$ cat config.mk
export PLATFORM = sky130hd
export DESIGN_NAME = srwp_status_top
export DESIGN_NICKNAME = d
export VERILOG_FILES = /design/src/rtl/srwp_pkg.sv /design/src/rtl/srwp_wel_fsm.sv /design/src/rtl/srwp_fence.sv /design/src/rtl/srwp_nv_regs.sv /design/src/rtl/srwp_status_top.sv
export SDC_FILE = /design/constraint.sdc
export NUM_CORES = 1
export LEC_CHECK = 0
export ABC_AREA = 0
export BUFFER_PORTS_ARGS = -buffer_cell sky130_fd_sc_hd__buf_2
export CAP_MARGIN = 20
export CORE_AREA = 2 2 39 41
export CTS_CLUSTER_DIAMETER = 100
export DETAILED_ROUTE_END_ITERATION = 10
export DIE_AREA = 0 0 41 43
export PLACE_DENSITY = 0.64
export SYNTH_ARGS = -nofsm -noshare
export SYNTH_HDL_FRONTEND = slang
export SYNTH_SLANG_ARGS = --single-unit
$ cat constraint.sdc
create_clock -name clk -period 1.52 [get_ports clk]
set_clock_uncertainty 0.2 [all_clocks]
set_input_delay 0.152 -clock clk [delete_from_list [all_inputs] [get_ports clk]]
set_output_delay 0.152 -clock clk [all_outputs]
set_load 0.01 [all_outputs]
$ cat src/rtl/srwp_pkg.sv
package srwp_pkg;
    typedef enum logic {
        WEL_CLEAR = 1'b0,
        WEL_SET   = 1'b1
    } wel_state_t;

    typedef enum logic [1:0] {
        FENCE_NONE    = 2'b00,
        FENCE_QUARTER = 2'b01,
        FENCE_HALF    = 2'b10,
        FENCE_ALL     = 2'b11
    } fence_code_t;

    localparam int SB_WEL_BIT   = 1;
    localparam int SB_FENCE_LO  = 2;
    localparam int SB_FENCE_HI  = 3;
    localparam int SB_LOCK_BIT  = 7;
    localparam int SB_ONE_BIT   = 6;
endpackage

$ cat src/rtl/srwp_wel_fsm.sv
module srwp_wel_fsm
    import srwp_pkg::*;
(
    input  logic clk,
    input  logic rst_n,
    input  logic cmd_wren,
    input  logic cmd_wrdi,
    output logic wel
);
    wel_state_t state_q, state_d;

    always_ff @(posedge clk or negedge rst_n) begin
        if (!rst_n) state_q <= WEL_CLEAR;
        else        state_q <= state_d;
    end

    always_comb begin
        state_d = state_q;
        unique case (state_q)
            WEL_CLEAR: if (cmd_wren) state_d = WEL_SET;   // arm
            WEL_SET:   if (cmd_wrdi) state_d = WEL_CLEAR; // disarm
            default:   state_d = WEL_CLEAR;
        endcase
    end

    always_comb begin
        wel = (state_q == WEL_SET);
    end


    wel_rise_src_chk: assert property (@(posedge clk) disable iff (!rst_n)
        $rose(wel) |-> $past(cmd_wren));

    wel_fall_src_chk: assert property (@(posedge clk) disable iff (!rst_n)
        $fell(wel) |-> $past(cmd_wrdi));
endmodule

$ cat src/rtl/srwp_fence.sv
module srwp_fence
    import srwp_pkg::*;
#(
    parameter int ADDR_W = 18
) (
    input  logic              clk,
    input  logic              rst_n,
    input  logic [1:0]        fence,
    input  logic [ADDR_W-1:0] addr,
    output logic              guarded
);
    localparam int TOP = ADDR_W - 1;
    localparam int NXT = ADDR_W - 2;

    fence_code_t code;

    always_comb begin
        code = fence_code_t'(fence);
        unique case (code)
            FENCE_NONE:    guarded = 1'b0;
            FENCE_QUARTER: guarded = addr[TOP] & addr[NXT];
            FENCE_HALF:    guarded = addr[TOP];
            FENCE_ALL:     guarded = 1'b1;
            default:       guarded = 1'b1;
        endcase
    end


    fence_all_chk: assert property (@(posedge clk) disable iff (!rst_n)
        (fence == 2'b11) |-> guarded);

    fence_none_chk: assert property (@(posedge clk) disable iff (!rst_n)
        (fence == 2'b00) |-> !guarded);
endmodule

$ cat src/rtl/srwp_nv_regs.sv
module srwp_nv_regs
    import srwp_pkg::*;
#(
    parameter logic [1:0] FENCE_INIT = 2'b00,
    parameter logic       LOCK_INIT  = 1'b0
) (
    input  logic       clk,
    input  logic       rst_n,
    input  logic       wel,
    input  logic       cs_fall,
    input  logic       wp_n_pin,
    input  logic       cmd_wrsr,
    input  logic [7:0] wrsr_data,
    output logic [1:0] fence,
    output logic       lock,
    output logic       pin_cap,
    output logic       sr_wr_ok
);
    logic [1:0] fence_q;
    logic       lock_q;
    logic       pin_q;

    always_ff @(posedge clk or negedge rst_n) begin
        if (!rst_n)       pin_q <= 1'b1;
        else if (cs_fall) pin_q <= wp_n_pin;
    end

    always_comb begin
        sr_wr_ok = wel & ~(lock_q & ~pin_q);
    end

    always_ff @(posedge clk or negedge rst_n) begin
        if (!rst_n) begin
            fence_q <= FENCE_INIT;
            lock_q  <= LOCK_INIT;
        end else if (cmd_wrsr && sr_wr_ok) begin
            fence_q <= wrsr_data[SB_FENCE_HI:SB_FENCE_LO];
            lock_q  <= wrsr_data[SB_LOCK_BIT];
        end
    end

    assign fence   = fence_q;
    assign lock    = lock_q;
    assign pin_cap = pin_q;


    pin_hold_chk: assert property (@(posedge clk) disable iff (!rst_n)
        !cs_fall |=> $stable(pin_q));

    blocked_wrsr_chk: assert property (@(posedge clk) disable iff (!rst_n)
        (cmd_wrsr && !sr_wr_ok) |=> ($stable(fence_q) && $stable(lock_q)));

    no_cmd_hold_chk: assert property (@(posedge clk) disable iff (!rst_n)
        !cmd_wrsr |=> ($stable(fence_q) && $stable(lock_q)));
endmodule

$ cat src/rtl/srwp_status_top.sv
module srwp_status_top
    import srwp_pkg::*;
#(
    parameter int         ADDR_W     = 18,
    parameter logic [1:0] FENCE_INIT = 2'b00,
    parameter logic       LOCK_INIT  = 1'b0
) (
    input  logic              clk,
    input  logic              rst_n,
    input  logic              cs_fall,
    input  logic              wp_n_pin,
    input  logic              cmd_wren,
    input  logic              cmd_wrdi,
    input  logic              cmd_wrsr,
    input  logic [7:0]        wrsr_data,
    input  logic [ADDR_W-1:0] mem_addr,
    output logic [7:0]        status_byte,
    output logic              mem_wr_ok,
    output logic              sr_wr_ok
);
    logic       wel;
    logic [1:0] fence;
    logic       lock;
    logic       pin_cap;
    logic       guarded;

    srwp_wel_fsm u_wel (
        .clk      (clk),
        .rst_n    (rst_n),
        .cmd_wren (cmd_wren),
        .cmd_wrdi (cmd_wrdi),
        .wel      (wel)
    );

    srwp_nv_regs #(
        .FENCE_INIT (FENCE_INIT),
        .LOCK_INIT  (LOCK_INIT)
    ) u_nv (
        .clk       (clk),
        .rst_n     (rst_n),
        .wel       (wel),
        .cs_fall   (cs_fall),
        .wp_n_pin  (wp_n_pin),
        .cmd_wrsr  (cmd_wrsr),
        .wrsr_data (wrsr_data),
        .fence     (fence),
        .lock      (lock),
        .pin_cap   (pin_cap),
        .sr_wr_ok  (sr_wr_ok)
    );

    srwp_fence #(
        .ADDR_W (ADDR_W)
    ) u_fence (
        .clk     (clk),
        .rst_n   (rst_n),
        .fence   (fence),
        .addr    (mem_addr),
        .guarded (guarded)
    );

    always_comb begin
        status_byte              = 8'h00;
        status_byte[SB_ONE_BIT]  = 1'b1;
        status_byte[SB_LOCK_BIT] = lock;
        status_byte[SB_FENCE_HI:SB_FENCE_LO] = fence;
        status_byte[SB_WEL_BIT]  = wel;
        mem_wr_ok                = wel & ~guarded;
    end


    mem_needs_wel_chk: assert property (@(posedge clk) disable iff (!rst_n)
        mem_wr_ok |-> status_byte[SB_WEL_BIT]);

    lockout_chk: assert property (@(posedge clk) disable iff (!rst_n)
        (fence == 2'b11 && lock && !pin_cap) |-> (!mem_wr_ok && !sr_wr_ok));

    wrsr_keeps_wel_chk: assert property (@(posedge clk) disable iff (!rst_n)
        (cmd_wrsr && !cmd_wren && !cmd_wrdi) |=> $stable(wel));
endmodule

==> impl_metrics.toml, run 1 <==
[global_routing]
grt_first_pass_wirelength_mm = 1.014
overflow = 0
antenna_found_initial = 0
grt_start_max_net_pins = 8
grt_use_total = 0.09577
grt_pass1_vias = 282

[sta]
setup_tns_ns = 0
setup_violations = 0
rsz0062_at_grt = "false"
fmax_ghz = 0.6888
fin_crit_ns = 1.452
slew_viol_final = 0
finalCritPeriodShare = 0.9552
finalHoldViolCount = 0

[routing]
drc_errors = 0
wl_per_cell_um = 8.901
dr_total_vias = 263
vias_per_cell = 3.704
drt-initial-drc-count = 2
wl_um = 632
ant_nets = 0
firstDrtPassIters = 2

[cts]
cts_buffers = 3
post_cts_buffers = 0
clock-sinks = 5
cts_htree_levels = 1
cts_root_buffer = "clkbuf_4"
clockBufferDepth = 2
worstSkewPairLatency_ns = 0.24
cts.clk_slew.worst_paths_ns = 0.04
cts_tree = "yes"

[pwr]
pwr-share-clk = 0.290
p_int_mw = 0.3641
p_leak_nw = 0.2302
power_switching_mw = 0.1541
swShare = 0.2974
cellPowerDensity_nw_per_um2 = 1110
seq_power_share = 0.375
ir_worst_vdd_uv = 347.7
combPwrFrac = 0.336

[setup_path]
r2r-start = "u_nv.pin_cap$_DFFE_PN1P_"
crit_start = "u_nv.pin_cap$_DFFE_PN1P_"
regToRegEndpoint = "u_nv.fence[1]$_DFFE_PN0P_"
crit_path_end_kind = "primary output"
critical_path_class = "reg2out"
reg2reg_slack_ns = 0.08
critPathRequiredTime_ns = 1.17
cp-start-kind = "register"
crit_path_end = "sr_wr_ok"
rr_worst_depth = 3
path_max_fanout = 3
cp.arrival_ns = 1.10

[yosys]
syn_inst = 28
ys_top_cells_by_area = "dfrtp_1, buf_4, dfstp_2"
synth_area_um2 = 275.3
yosysMostFrequentCell = "buf_4"
yosys-top-cells-count = "buf_4, dfrtp_1"
synth-seq-cells = 5
ys.flop_type = "dfrtp_1"
yosysTopAreaCellShare = 0.3636
yosysSeqAreaShare = 0.4591
synth_edf_count = 0
async_reset_ff_frac = 1.000
ys_warn_count = 0
syn_area_per_cell_um2 = 9.831
synth_cell_types = 15
yosys.area.top_type = "dfrtp_1"

[floorplan]
coreArea_um2 = 1384
die_h_um = 43
io_pins = 43
dieArea_um2 = 1763
start_util = 0.1989
rows = 14
die_width_um = 41

[finish]
nets = 89
post-route-util = 0.3373
drive_gt1_frac = 0.4727
diodes = 0
area_growth_pct = 69.55

[placed_design]
dp_hpwl_um = 427.6
finalWeightedCongestion = 0.6253
numPortBuffers = 17

[job]
drv_cap = 0

[min_path]
hp-class = "in2async"

[status]
run_status = "finished, final reports clean"
-- area by class of cell --
type | count | area [µm²]
sequential | 5 | 126.4
tap | 16 | 20.02
clock buffer | 4 | 26.28
inverter | 1 | 3.754
timing repair buffer | 27 | 182.7
fill | 154 | 917.1
multi-input combinational | 18 | 107.6
-- power groups by stage --
stage | sequential, mW | combinational (mW) | clock [mW]
6_report | 0.194 | 0.174 | 0.150
2_1_floorplan | 0.205 | 0.0935 | 0
4_1_cts | 0.194 | 0.175 | 0.161
3_5_place_dp | 0.194 | 0.156 | 0
5_1_grt | 0.201 | 0.198 | 0.168
3_3_place_gp | 0.193 | 0.154 | 0
-- flip-flops by register name (all words and copies together) (netlist names) --
signal	flops
u_nv.pin_cap	1
u_wel.wel	1
u_nv.lock	1
u_nv.fence	2
-- worst min-delay path by stage --
| stage | endpoint | depth (start not counted) | slack (ns) |
|---|---|---|---|
| 3_3_place_gp | u_wel.wel$_DFF_PN0_ | 1 | -0.23 |
| 5_1_grt | u_nv.fence[0]$_DFFE_PN0P_ | 2 | 0.09 |
| 2_1_floorplan | u_nv.fence[0]$_DFFE_PN0P_ | 0 | -0.34 |
| 3_5_place_dp | u_nv.fence[0]$_DFFE_PN0P_ | 1 | -0.23 |
| 6_report | u_nv.fence[0]$_DFFE_PN0P_ | 2 | 0.07 |
| 4_1_cts | u_nv.fence[0]$_DFFE_PN0P_ | 2 | 0.06 |
-- worst max-delay path, cell delays in order, from the launching register on --
cell and delay, ns:
dfstp_2 0.52, inv_1 0.07, a21boi_1 0.13, buf_2 0.14
-- per-stage QoR --
step / std cells / cell area (µm²) / setup WS, ns / total power, mW / hold WS [ns]
finish: 71 / 466.7 / 0.06816 / 0.5182 / 0.06568
global route: 71 / 466.7 / 0.0004385 / 0.5664 / 0.08542
CTS: 71 / 466.7 / 0.006647 / 0.5302 / 0.05811
detailed placement: 58 / 350.3 / 0.1011 / 0.3498 / -0.2282
global placement: 58 / 350.3 / 0.1143 / 0.3469 / -0.2299
floorplan: 30 / 282.8 / 0.1551 / 0.2986 / -0.3436
-- kinds of logic (layout without fill, tap and decap cells) --
logic type             count (synthesis)  in the layout  synth area share
AO/OA/AOI/OAI                          6              6            0.1500
other                                  2              4           0.02728
AND/OR/NAND/NOR                        6              6            0.1046
multiplexers                           2              2           0.08181
buffers and inverters                  7             32            0.1772
flip-flops                             5              5            0.4591
-- layout by cell type (no fill, tap or decap) --
master	n
nand3_1	2
a21oi_1	1
inv_1	1
dfstp_2	1
a21boi_1	1
conb_1	4
mux2_2	2
a32o_1	1
o21ai_0	1
buf_2	17
buf_4	1
dlygate4sd3_1	9
nand2_1	2
clkbuf_1	1
clkbuf_4	3
dfrtp_1	4
o21ai_1	1
and3_2	1
nor2_1	1
a21oi_2	1
-- timing repair --
item / CTS / global route
hold endpoints to repair: 10 / 0
gates resized for setup: 0 / 2
endpoints found under the setup margin: 0 / 2
hold buffers: 9 / 0
-- per-layer routing --
layer	wire (µm)	GRT usage
met2	322	0.1531
met5	0	0
met3	63	0.06283
met4	4	0.08000
met1	240	0.07166
No activity file was read; power rests on OpenSTA's default activity.
==> inputs of run 2 (changes only) <==
--- a/config.mk
+++ b/config.mk
@@ -5,14 +5,14 @@
 export SDC_FILE = /design/constraint.sdc
 export NUM_CORES = 1
 export LEC_CHECK = 0
-export ABC_AREA = 0
+export ABC_AREA = 1
 export BUFFER_PORTS_ARGS = -buffer_cell sky130_fd_sc_hd__buf_2
 export CAP_MARGIN = 20
 export CORE_AREA = 2 2 39 41
 export CTS_CLUSTER_DIAMETER = 100
 export DETAILED_ROUTE_END_ITERATION = 10
 export DIE_AREA = 0 0 41 43
-export PLACE_DENSITY = 0.64
+export PLACE_DENSITY = 0.65
 export SYNTH_ARGS = -nofsm -noshare
 export SYNTH_HDL_FRONTEND = slang
 export SYNTH_SLANG_ARGS = --single-unit
==> run 2 against run 1 <==
Clock power hardly changed. Largest cell class unchanged. Non-clock buffer count down 2. Synthesized cell count is 25% higher. Cell area shrank 1.1%. Sequential share of layout area grew 0.56 points. Sequential power grew 7%. Critical endpoint unchanged. Highest routed layer is now met3. Final cell count up 7.0%. Wire length up 2.7%. Critical path depth did not move.
==> impl_metrics.toml, run 2 <==
[yosys]
syn_inst = 35
synthSimpleGateAreaFrac = 0.2707
synthAdderAreaFrac = 0
yosysTopAreaCellShare = 0.3493
synth-xor-area-share = 0
synth_edf_count = 0
synth_top_family_by_area = "simple AND/OR/NAND/NOR gates"
syn_area_per_cell_um2 = 8.186
yosysMostFrequentCell = "nand2_1"
async_reset_ff_frac = 1.000
ys_top_cells_by_area = "dfrtp_1, buf_4, nand2_1"
synth-seq-cells = 5
synth_mux_area_frac = 0
yosys.area.top_type = "dfrtp_1"
yosys-top-cells-count = "nand2_1, buf_4, dfrtp_1"
synth_cell_types = 15
ys.flop_type = "dfrtp_1"
ys_warn_count = 0
synth_area_um2 = 286.5
yosysSeqAreaShare = 0.4410
synth_compound_area_frac = 0.07860

[global_routing]
grt_start_max_net_pins = 8
antenna_found_initial = 0
overflow = 0
grt_first_pass_wirelength_mm = 1.048
grt_use_total = 0.09220
grt_pass1_vias = 277

[setup_path]
cp.arrival_ns = 1.06
crit_path_end_kind = "primary output"
path_max_fanout = 3
critical_path_class = "reg2out"
critPathRequiredTime_ns = 1.17
cp-start-kind = "register"

[floorplan]
io_pins = 43
dieArea_um2 = 1763
rows = 14
start_util = 0.2071
die_h_um = 43
coreArea_um2 = 1384
die_width_um = 41

[pwr]
p_leak_nw = 0.2461
combPwrFrac = 0.330
cellPowerDensity_nw_per_um2 = 1163
ir_worst_vdd_uv = 519.5
power_switching_mw = 0.1813
swShare = 0.3377
total_power_mw = 0.5370
seq_power_share = 0.387
p_int_mw = 0.3556
pwr-share-clk = 0.283

[status]
run_status = "finished, final reports clean"

[placed_design]
numPortBuffers = 17
dp_hpwl_um = 479.2
placedCellCount = 64
finalWeightedCongestion = 0.6620
dp_slack_ns = 0.3330

[finish]
post-route-util = 0.3336
area_growth_pct = 61.14
instances_no_fill = 76
diodes = 0
layout_commonest_cell = "buf_2"
drive_gt1_frac = 0.4000
final-seq-area_um2 = 127.6
multi_input_area_um2 = 115.1
mostFrequentLayoutCells = "buf_2, nand2_1, dlygate4sd3_1, conb_1"
nets = 94
fillers = 148
largest_reg_flops = 2

[sta]
setup_violations = 0
setup_tns_ns = 0
finalCritPeriodShare = 0.9259
rsz0062_at_grt = "false"
finalHoldViolCount = 0
fmax_ghz = 0.7106
fin_crit_ns = 1.407
worst_slack_ns = 0.1127
slew_viol_final = 0

[cts]
cts_tree = "yes"
worstSkewPairLatency_ns = 0.24
clockBufferDepth = 2
cts_root_buffer = "clkbuf_4"
clock-sinks = 5
cts.clk_slew.worst_paths_ns = 0.05
cts_buffers = 3
cts_htree_levels = 1

[routing]
drc_errors = 0
wl_per_cell_um = 8.539
wl_um = 649
dr_total_vias = 288
ant_nets = 0
drt-initial-drc-count = 5
firstDrtPassIters = 2
vias_per_cell = 3.789

[job]
drv_cap = 0

[min_path]
hp-class = "in2reg"
-- run 2: power groups by stage --
stage	combinational [mW]	sequential (mW)	clock, mW
2_1_floorplan	0.108	0.213	0
3_3_place_gp	0.163	0.207	0
3_5_place_dp	0.164	0.210	0
4_1_cts	0.181	0.208	0.153
5_1_grt	0.205	0.213	0.175
6_report	0.177	0.208	0.152
-- run 2: cells by family after synthesis --
group	count (synthesis)
flip-flops	5
AO/OA/AOI/OAI	4
other	2
AND/OR/NAND/NOR	16
buffers and inverters	8
-- run 2: final timing paths --
kind	startpoint	endpoint	slack (ns)	depth (start not counted)
min	cmd_wrsr	u_nv.fence[0]$_DFFE_PN0P_	0.01	3
min in group asynchronous	rst_n	u_nv.lock$_DFFE_PN0P_	0.05	2
max in group asynchronous	rst_n	u_nv.pin_cap$_DFFE_PN1P_	0.85	2
max	u_nv.pin_cap$_DFFE_PN1P_	sr_wr_ok	0.11	3
min reg2reg	u_nv.fence[1]$_DFFE_PN0P_	u_nv.fence[1]$_DFFE_PN0P_	0.31	2
max reg2reg	u_nv.pin_cap$_DFFE_PN1P_	u_nv.lock$_DFFE_PN0P_	0.35	5
-- run 2: layout make-up --
class,instances,share of cell area
Timing Repair Buffer,25,0.3577
Sequential cell,5,0.2764
Multi-Input combinational cell,24,0.2493
Clock buffer,4,0.05691
Tap cell,16,0.04336
Inverter,2,0.01626
-- run 2: layer usage --
metal	wire [µm]	global-route usage	up-vias
li1	-	-	153
met1	254	0.1060	121
met2	333	0.1281	14
met3	61	0.07853	0
met4	0	0.02000	0
met5	0	0	-
-- run 2: worst max-delay path, cell delays in order (launching register included) --
cell and delay (ns):
dfstp_2 0.51, inv_1 0.06, a21oi_1 0.11, buf_2 0.14
-- run 2: repair_timing --
| item | CTS | global route |
|---|---|---|
| hold buffers | 8 | 0 |
| endpoints found under the hold margin | 10 | 0 |
| resized for setup | 0 | 1 |
| buffers inserted | 0 | 0 |
| endpoints found under the setup margin | 0 | 1 |
-- run 2: per-stage QoR --
step / cell area (µm²) / hold slack, ns
5_1_grt: 461.7 / 0.02774
3_3_place_gp: 354.1 / -0.2336
2_1_floorplan: 294.0 / -0.3436
6_report: 461.7 / 0.01220
4_1_cts: 460.4 / 0.01909
3_5_place_dp: 354.1 / -0.2311
